$ cat config.mk
export PLATFORM = sky130hd
export DESIGN_NAME = flash_wr_guard
export DESIGN_NICKNAME = d
export VERILOG_FILES = /design/src/rtl/flash_guard_pkg.sv /design/src/rtl/flash_area_decode.sv /design/src/rtl/flash_wen_bank.sv /design/src/rtl/flash_wr_guard.sv
export SDC_FILE = /design/constraint.sdc
export NUM_CORES = 1
export LEC_CHECK = 0
export CAP_MARGIN = 20
export CORE_ASPECT_RATIO = 0.75
export CORE_MARGIN = 2
export CORE_UTILIZATION = 49
export CTS_BUF_LIST = sky130_fd_sc_hd__clkbuf_4 sky130_fd_sc_hd__clkbuf_8 sky130_fd_sc_hd__clkbuf_16
export DETAILED_ROUTE_END_ITERATION = 16
export GPL_ROUTABILITY_DRIVEN = 1
export PLACE_DENSITY = 0.82
export SLEW_MARGIN = 0
export SYNTH_ARGS = -nofsm -noshare
export SYNTH_HDL_FRONTEND = slang
export SYNTH_SLANG_ARGS = --single-unit
$ cat constraint.sdc
create_clock -name clk -period 4.4 [get_ports clk]
set_clock_uncertainty 0.2 [all_clocks]
set_input_delay 1.1 -clock clk [delete_from_list [all_inputs] [get_ports clk]]
set_output_delay 1.1 -clock clk [all_outputs]
set_load 0.03 [all_outputs]
$ cat src/rtl/flash_guard_pkg.sv
package flash_guard_pkg;

  typedef enum logic [1:0] {
    AREA_BOOT = 2'd0,
    AREA_CODE = 2'd1,
    AREA_DATA = 2'd2,
    AREA_NONE = 2'd3
  } area_e;

  // True when at least two of the three bits are zero.
  function automatic logic majority_zero(input logic [2:0] v);
    return (~v[0] & ~v[1]) | (~v[0] & ~v[2]) | (~v[1] & ~v[2]);
  endfunction

endpackage

$ cat src/rtl/flash_area_decode.sv
module flash_area_decode
  import flash_guard_pkg::*;
#(
  parameter int ADDR_W     = 20,
  parameter int BOOT_MAX   = 'h77FF,
  parameter int CODE_LAST  = 'h3FFFF,
  parameter int DATA_BASE  = 'hD0000,
  parameter int DATA_LAST  = 'hD1FFF,
  parameter int PSEC_SHIFT = 13,
  parameter int DSEC_SHIFT = 9,
  parameter int PSEC_W     = 5,
  parameter int DSEC_W     = 4
) (
  input  logic [ADDR_W-1:0] addr,
  input  logic [ADDR_W-1:0] boot_end,
  output area_e             area,
  output logic [PSEC_W-1:0] psec,
  output logic [DSEC_W-1:0] dsec
);

  localparam logic [ADDR_W-1:0] BOOT_CAP  = ADDR_W'(BOOT_MAX);
  localparam logic [ADDR_W-1:0] CODE_TOP  = ADDR_W'(CODE_LAST);
  localparam logic [ADDR_W-1:0] DATA_LO   = ADDR_W'(DATA_BASE);
  localparam logic [ADDR_W-1:0] DATA_HI   = ADDR_W'(DATA_LAST);

  logic [ADDR_W-1:0] boot_lim;

  always_comb begin
    boot_lim = (boot_end > BOOT_CAP) ? BOOT_CAP : boot_end;
  end

  always_comb begin
    if (addr < boot_lim)
      area = AREA_BOOT;
    else if (addr <= CODE_TOP)
      area = AREA_CODE;
    else if ((addr >= DATA_LO) && (addr <= DATA_HI))
      area = AREA_DATA;
    else
      area = AREA_NONE;
  end

  assign psec = addr[PSEC_SHIFT +: PSEC_W];
  assign dsec = addr[DSEC_SHIFT +: DSEC_W];

endmodule

$ cat src/rtl/flash_wen_bank.sv
module flash_wen_bank #(
  parameter int REG_W  = 16,
  parameter int SEL_W  = 2,
  parameter int PSEC_W = 5,
  parameter int DSEC_W = 4
) (
  input  logic              clk,
  input  logic              rst,
  input  logic              cfg_wr_en,
  input  logic [SEL_W-1:0]  cfg_wr_sel,
  input  logic [REG_W-1:0]  cfg_wr_data,
  input  logic [SEL_W-1:0]  cfg_rd_sel,
  output logic [REG_W-1:0]  cfg_rd_data,
  input  logic [PSEC_W-1:0] psec,
  input  logic [DSEC_W-1:0] dsec,
  output logic              prog_bit,
  output logic              data_bit
);

  localparam int NUM_BANKS = 3;
  localparam int PROG_BITS = 2 * REG_W;

  logic [REG_W-1:0]     bank_q [NUM_BANKS];
  logic [REG_W-1:0]     rd_q;
  logic [PROG_BITS-1:0] prog_vec;
  logic [NUM_BANKS*REG_W-1:0] all_bits;

  always_ff @(posedge clk) begin
    if (rst) begin
      for (int b = 0; b < NUM_BANKS; b++) bank_q[b] <= '0;
    end else if (cfg_wr_en) begin
      for (int b = 0; b < NUM_BANKS; b++)
        if (cfg_wr_sel == SEL_W'(b)) bank_q[b] <= cfg_wr_data;
    end
  end

  always_ff @(posedge clk) begin
    if (rst) begin
      rd_q <= '0;
    end else begin
      rd_q <= '0;
      for (int b = 0; b < NUM_BANKS; b++)
        if (cfg_rd_sel == SEL_W'(b)) rd_q <= bank_q[b];
    end
  end

  genvar g;
  generate
    for (g = 0; g < NUM_BANKS; g++) begin : g_flat
      assign all_bits[g*REG_W +: REG_W] = bank_q[g];
    end
  endgenerate

  assign cfg_rd_data = rd_q;
  assign prog_vec    = all_bits[PROG_BITS-1:0];
  assign prog_bit    = prog_vec[psec];
  assign data_bit    = bank_q[2][dsec];

  // registers come out of reset cleared
  p_reset_clear_r2: assert property (@(posedge clk) disable iff (rst)
    $fell(rst) |-> (all_bits == '0));

  // select 3 leaves every register unchanged
  p_sel3_ignored_r9: assert property (@(posedge clk) disable iff (rst)
    (cfg_wr_en && cfg_wr_sel == SEL_W'(3)) |=> $stable(all_bits));

endmodule

$ cat src/rtl/flash_wr_guard.sv
module flash_wr_guard
  import flash_guard_pkg::*;
#(
  parameter int ADDR_W     = 20,
  parameter int REG_W      = 16,
  parameter int SEL_W      = 2,
  parameter int BOOT_MAX   = 'h77FF,
  parameter int CODE_LAST  = 'h3FFFF,
  parameter int DATA_BASE  = 'hD0000,
  parameter int DATA_LAST  = 'hD1FFF,
  parameter int PSEC_SHIFT = 13,
  parameter int DSEC_SHIFT = 9
) (
  input  logic              clk,
  input  logic              rst,
  input  logic              cfg_wr_en,
  input  logic [SEL_W-1:0]  cfg_wr_sel,
  input  logic [REG_W-1:0]  cfg_wr_data,
  input  logic [SEL_W-1:0]  cfg_rd_sel,
  output logic [REG_W-1:0]  cfg_rd_data,
  input  logic [ADDR_W-1:0] boot_end,
  input  logic [2:0]        wr_prot,
  input  logic [2:0]        rd_prot,
  input  logic [ADDR_W-1:0] cpu_addr,
  input  logic              cpu_wr,
  output logic              wr_permit,
  output logic              wr_violation,
  output logic              dbg_rd_permit
);

  localparam int PSEC_W = $clog2(2 * REG_W);
  localparam int DSEC_W = $clog2(REG_W);

  area_e             area;
  logic [PSEC_W-1:0] psec;
  logic [DSEC_W-1:0] dsec;
  logic              prog_bit;
  logic              data_bit;
  logic              sec_ok;
  logic              allow;
  logic              permit_q, viol_q, dbg_q;

  flash_area_decode #(
    .ADDR_W(ADDR_W), .BOOT_MAX(BOOT_MAX), .CODE_LAST(CODE_LAST),
    .DATA_BASE(DATA_BASE), .DATA_LAST(DATA_LAST),
    .PSEC_SHIFT(PSEC_SHIFT), .DSEC_SHIFT(DSEC_SHIFT),
    .PSEC_W(PSEC_W), .DSEC_W(DSEC_W)
  ) u_decode (
    .addr(cpu_addr), .boot_end(boot_end),
    .area(area), .psec(psec), .dsec(dsec)
  );

  flash_wen_bank #(
    .REG_W(REG_W), .SEL_W(SEL_W), .PSEC_W(PSEC_W), .DSEC_W(DSEC_W)
  ) u_bank (
    .clk(clk), .rst(rst),
    .cfg_wr_en(cfg_wr_en), .cfg_wr_sel(cfg_wr_sel), .cfg_wr_data(cfg_wr_data),
    .cfg_rd_sel(cfg_rd_sel), .cfg_rd_data(cfg_rd_data),
    .psec(psec), .dsec(dsec),
    .prog_bit(prog_bit), .data_bit(data_bit)
  );

  always_comb begin
    unique case (area)
      AREA_CODE: sec_ok = prog_bit;
      AREA_DATA: sec_ok = data_bit;
      default:   sec_ok = 1'b0;
    endcase
    allow = sec_ok & ~majority_zero(wr_prot);
  end

  always_ff @(posedge clk) begin
    if (rst) begin
      permit_q <= 1'b0;
      viol_q   <= 1'b0;
      dbg_q    <= 1'b0;
    end else begin
      permit_q <= cpu_wr & allow;
      viol_q   <= cpu_wr & ~allow;
      dbg_q    <= ~majority_zero(rd_prot);
    end
  end

  assign wr_permit     = permit_q;
  assign wr_violation  = viol_q;
  assign dbg_rd_permit = dbg_q;

  // boot area writes are always refused
  p_boot_refused_r1: assert property (@(posedge clk) disable iff (rst)
    (cpu_wr && area == AREA_BOOT) |=> (wr_violation && !wr_permit));

  // global lock refuses everything
  p_global_lock_r5: assert property (@(posedge clk) disable iff (rst)
    (cpu_wr && $countones(wr_prot) <= 1) |=> !wr_permit);

  // unmapped addresses are refused
  p_unmapped_r6: assert property (@(posedge clk) disable iff (rst)
    (cpu_wr && area == AREA_NONE) |=> wr_violation);

  // one verdict per request, none without one
  p_one_verdict_r7: assert property (@(posedge clk) disable iff (rst)
    cpu_wr |=> (wr_permit != wr_violation));
  p_idle_quiet_r7: assert property (@(posedge clk) disable iff (rst)
    !cpu_wr |=> (!wr_permit && !wr_violation));

  // debugger lock
  p_dbg_lock_r8: assert property (@(posedge clk) disable iff (rst)
    ($countones(rd_prot) <= 1) |=> !dbg_rd_permit);

endmodule

Word-level counts from Yosys, hierarchy flattened --
Memories as Yosys holds them, arrays and structs flattened. Index checks and enable logic that the tools add are counted.
Word-level totals: flip-flop bits (word level) 19, RAM bits 48, bits of input ports 70, output and inout bits 19, logic and storage cells 75, memories kept 1
Operators by class: order comparisons 7, equal/unequal tests 6, mux-type cells 29, bitwise gates (word level) 25, reductions and logical operators 3
Memory list:
- u_bank.bank_q | words 3, bits a word 16, read ports 3, clocked after Yosys merged registers in 0, write ports 3, line flash_wen_bank.sv:23 | logic [REG_W-1:0] bank_q [NUM_BANKS];
Operators with widths (count):
- $mux 16 | 6
- $ge 20x20->1 const B | 1
- $gt 20x15->1 const B | 1
- $le 20x18->1 const B | 1
- $le 20x20->1 const B | 1
- $lt 20x20->1 | 1
- $mux 20 | 1
- $mux 1 | 17
- $and 1x1->1 | 9
- $not 1->1 | 9
- $or 1x1->1 | 7
- $eq 2x1->1 const B | 3
- $eq 2x2->1 const B | 3
- $lt 5x6->1 const B | 1
- $bmux 1 s5 | 1
- $lt 4x5->1 const B | 1
- $bmux 1 s4 | 1
- $logic_not 2->1 | 2
- $mux 2 | 2
- $pmux 1 s2 | 1
- $logic_and 1x1->1 | 1

Depth between registers and ports, before layout --
depth after elaboration 10, depth in mapped cells 16, mapped depth without buffers 15

By module --
A second synthesis with hierarchy kept.
Second synthesis, totals: cells, all modules 307, area, all modules 3559.7 sq um
Modules (own cells, without submodules):
- flash_wen_bank | instances 1, cells each 207, area an instance 2745.1 sq um, seq. area each 1761.7 sq um
- flash_area_decode | instances 1, cells each 83, area an instance 649.4 sq um, seq. area each 0.0 sq um
- flash_wr_guard | instances 1, cells each 17, area an instance 165.2 sq um, seq. area each 60.1 sq um

Worst setup path after synthesis --
OpenSTA, ideal clock, no wires.
path kind in2reg, from input boot_end[19], to register permit_q (netlist: wr_permit), data arrival time 3800 ps, data required time 4141 ps, path slack 341 ps, stages on the path 15, path through nor3_1 -> nand3_1 -> clkbuf_1 -> nor2_1 -> ha_1 -> a21o_1 -> a221o_1 -> a21oi_1 -> and4_1 -> a41oi_1 -> ha_1 -> a21oi_1 -> nand4_1 -> o21ai_2 -> and3_1
Between the ends: cells in the longest elaborated chain, start to end 8
RTL lines:
- from (decl) | line flash_wr_guard.sv:21 | input logic [ADDR_W-1:0] boot_end,
- $gt 20x15->1 | line flash_area_decode.sv:29 | boot_lim = (boot_end > BOOT_CAP) ? BOOT_CAP : boot_end;
- $mux 20 * | line flash_area_decode.sv:29
- $lt 20x20->1 * | line flash_area_decode.sv:33 | if (addr < boot_lim)
- $mux 2 * | line flash_area_decode.sv:33
- $eq 2x2->1 or $eq 2x1->1 (tied branches) | line flash_wr_guard.sv:64 | unique case (area)
- $pmux 1 s2 * | line flash_wr_guard.sv:64
- $and 1x1->1 * | line flash_wr_guard.sv:69 | allow = sec_ok & ~majority_zero(wr_prot);
- $and 1x1->1 * | line flash_wr_guard.sv:78 | permit_q <= cpu_wr & allow;
- to (signal assigned) | line flash_wr_guard.sv:78
- to (decl) | line flash_wr_guard.sv:41 | logic permit_q, viol_q, dbg_q;
Mark *: on every way between the ends. The rest lies on a longest branch, timed or not. A chain may end at the register's enable or synchronous reset.

Final worst setup path --
Same ends and word-level chain as after synthesis.

==> results.md <==
* Status: complete, no violations
* Cell variety after synth at 44
* FP Rows at 26
* Initial DRC count at between 100 and 150
* Worst slew pin tran at around 0.54 ns
* R2r setup slk at 2.27 ns
* Endpoints failing hold at 0
* Vias per inst at 5.54
* Routed len/inst at approximately 18 um
* Dpl hpwl at 6.36 mm
* CP required at approximately 4.5 ns
* DRC at 0
* Critical path startpoint: boot_end[19]
* Area contributors post-synth: edfxtp_1 42%, dfxtp_1 11%, ha_1 7.6%
* Postcts setup bufs at 0
* Synth-to-layout area growth at 37.8%
* CTS Root Buffer Type: clkbuf_8
* Largest net degree at the start of global routing at 22
* Skew-Pair Late Insertion Delay at around 0.34 ns
* I/O Buffers at approximately 90
* Share of post-route cells with drive strength above 1 at about 12%
* Maximum vdd ir drop at roughly 0.00028 V
* Final period util at between 90 and 100%
* Final wirelength at between 8 and 9 mm
* Endpoint type of the worst setup path: register
* Max-Cap Viols at 0
* Largest area contributor in the netlist: edfxtp_1
* Post-Syn Instances at roughly 290
* Initial antenna violation count at 0
* Yosys warns at 0
* Die Area at 7760 um2
* Post-synth top area share at 41.6%
* Reg2reg path depth at 5
* Clk slew on worst S/H paths at 0.07 ns
* Hold Path Class: register to register
* Post-synth EDFFs at 48
* Pwr Density at about 330 nW/um2
* Netlist Area Pre-Place at 3460 um2
* Final min period at just over 4 ns
* Ys flop type: edfxtp_1
* Mux share of post-synthesis cell area at between 10% and 20%
* Synth Area in XOR/XNOR at 0%
* FMAX at between 200 and 250 MHz
* R2r endpoint: wr_permit$_SDFF_PP0_
* TritonCTS Sinks at 67
* Clock Path Buffers at 2
* Lkg Pwr at 1.93 nW
* Commonest cells after routing, fill and taps aside: 88 x clkdlybuf4s50_1, 51 x nor2_1, 48 x edfxtp_1
* Die Ht at 76.8 um
* CP Data Arrival Time at 4.23 ns
* H-tree depth at 3
* First-pass GRT wire length at about 13 mm
* Placeable core area at between 6000 and 7000 um2
* Vias in the first global route at about 2,700
* Finished Cell Area at between 4000 and 5000 um2
* Synth Area in Compound Gates at under 10%
* CP max FO at 4
* Synth Area in Simple Gates at a little over an eighth
* FFs w/ async S/R, synth at 0%
* Final antenna-violating net count at 0
* Slew Limit Fails at 0
* Largest family of logic cells by synthesized area: multiplexers
* Worst Setup Start Kind: input port
* #FFs+latches synth at 67
* # nets final at around 500
* I/O pin total at 89
* Commonest non-fill, non-tap cell in the layout: clkdlybuf4s50_1
* Final setup violation count at 0
* RSZ-0062 raised after global routing: false
* Register area share after synthesis at a little over half
* Die Span X at 101 um
* # diodes at 0
* CTS Buf Count at 9
* Initial Util at around half
* Drt pass-1 iters at 4
* Placer Congestion at 0.854
* Max_slew headroom at 64.0%
* RR Startpoint: u_bank.bank_q[0][43]$_DFFE_PP_
* DR vias at about 2,700
* Worst Setup EP: wr_permit$_SDFF_PP0_
* Synth Area in Adders at under 10%
* Gr ovfl total at 0
* CP Class: input port to register
* TritonCTS clock tree: yes
* Avg Cell Area, Syn at approximately 12 um2
* Total power at approximately 1.6 mW
* Cell Area, Placed at around 4600 um2
* Total GRT Usage at roughly 22%
[state kept, by name, summed over array words and instances (netlist names)]
| signal | flops |
|---|---|
| u_bank.cfg_rd_data | 16 |
| dbg_rd_permit | 1 |
| wr_permit | 1 |
| wr_violation | 1 |
| u_bank.bank_q | 48 |
[what timing repair did]
action | CTS | global route
endpoints found under the setup margin | 0 | 2
resized for setup | 0 | 2
hold endpoints to repair | 0 | 0
hold buffers | 0 | 0
[how the worst min path moves through the flow]
stage / from / end / depth (start not counted)
CTS: u_bank.bank_q[0][28]$_DFFE_PP_ / u_bank.cfg_rd_data[12]$_SDFF_PP0_ / 2
global placement: u_bank.bank_q[0][29]$_DFFE_PP_ / u_bank.cfg_rd_data[13]$_SDFF_PP0_ / 2
global route: u_bank.bank_q[0][28]$_DFFE_PP_ / u_bank.cfg_rd_data[12]$_SDFF_PP0_ / 2
detailed placement: u_bank.bank_q[0][28]$_DFFE_PP_ / u_bank.cfg_rd_data[12]$_SDFF_PP0_ / 2
finish: u_bank.bank_q[0][28]$_DFFE_PP_ / u_bank.cfg_rd_data[12]$_SDFF_PP0_ / 2
floorplan: u_bank.bank_q[0][19]$_DFFE_PP_ / u_bank.cfg_rd_data[3]$_SDFF_PP0_ / 2
[worst max-delay path, stage by stage]
cell and delay (ns):
clkdlybuf4s50_1 0.43, nor3_2 0.21, buf_4 0.14, nand2_1 0.07, nor2_1 0.12, ha_1 0.25, a21o_1 0.19, nand3_1 0.09
a31oi_1 0.09, o21ai_0 0.20, and4_1 0.29, a41oi_1 0.07, ha_1 0.34, a21oi_2 0.15, nand4_1 0.14, o21ai_2 0.18
and3_1 0.17
[power breakdown]
part           internal, mW  leakage [nW]  switching [mW]
logic                 0.151          1.18           0.135
clock network         0.311         0.111           0.214
registers             0.731         0.630          0.0254
total                  1.19          1.93           0.375
[Yosys cell counts (2+ instances only)]
cell / number
ha_1: 21
nand2_1: 5
a21o_1: 3
buf_1: 2
nor2_1: 51
clkbuf_1: 8
o31ai_1: 2
mux4_2: 5
and2_1: 17
edfxtp_1: 48
a211oi_1: 3
nand3_1: 5
dfxtp_1: 19
and4_1: 2
o21ai_0: 6
mux2i_1: 22
nand4_1: 6
a21oi_1: 22
nor2b_1: 5
mux4_1: 5
inv_1: 7
[routing by layer]
layer	vias to the layer above	part of all wire, %	global-route usage, %
li1	1293	-	-
met4	0	0.65	4.73
met3	6	8.5	7.57
met2	111	50	39.7
met5	-	0	0
met1	1279	41	25.3
[stage by stage]
| stage | cells | utilization (%) | setup slack, ns | hold slack (ns) | TNS [ns] |
|---|---|---|---|---|---|
| 2_1_floorplan | 291 | - | 0.341 | 0.264 | 0 |
| 3_3_place_gp | 469 | 66.7 | -0.00995 | 0.298 | -0.00995 |
| 3_5_place_dp | 469 | 66.7 | -0.149 | 0.293 | -0.262 |
| 4_1_cts | 485 | 69.7 | 0.139 | 0.308 | 0 |
| 5_1_grt | 485 | 69.9 | 0.0226 | 0.342 | 0 |
| 6_report | 485 | 69.9 | 0.245 | 0.300 | 0 |
[kinds of logic (layout without fill, tap and decap cells)]
kind of cell    Yosys count  in the layout
flops                    67             67
buf+inv                  19            129
mux                      34             34
compound gates           48             48
fa+ha+maj                21             21
simple gates             97             97
other cells               1              5
[cell type report]
class	instances	area, um2
inverters	7	26.3
multi-input cells	205	1590
flip-flops and latches	67	1820
clock buffers	14	174
well taps	84	105
repair buffers	106	1020
clock inverters	2	35.0
fillers	497	2060
Note: power is estimated with default switching activity, not from simulation.
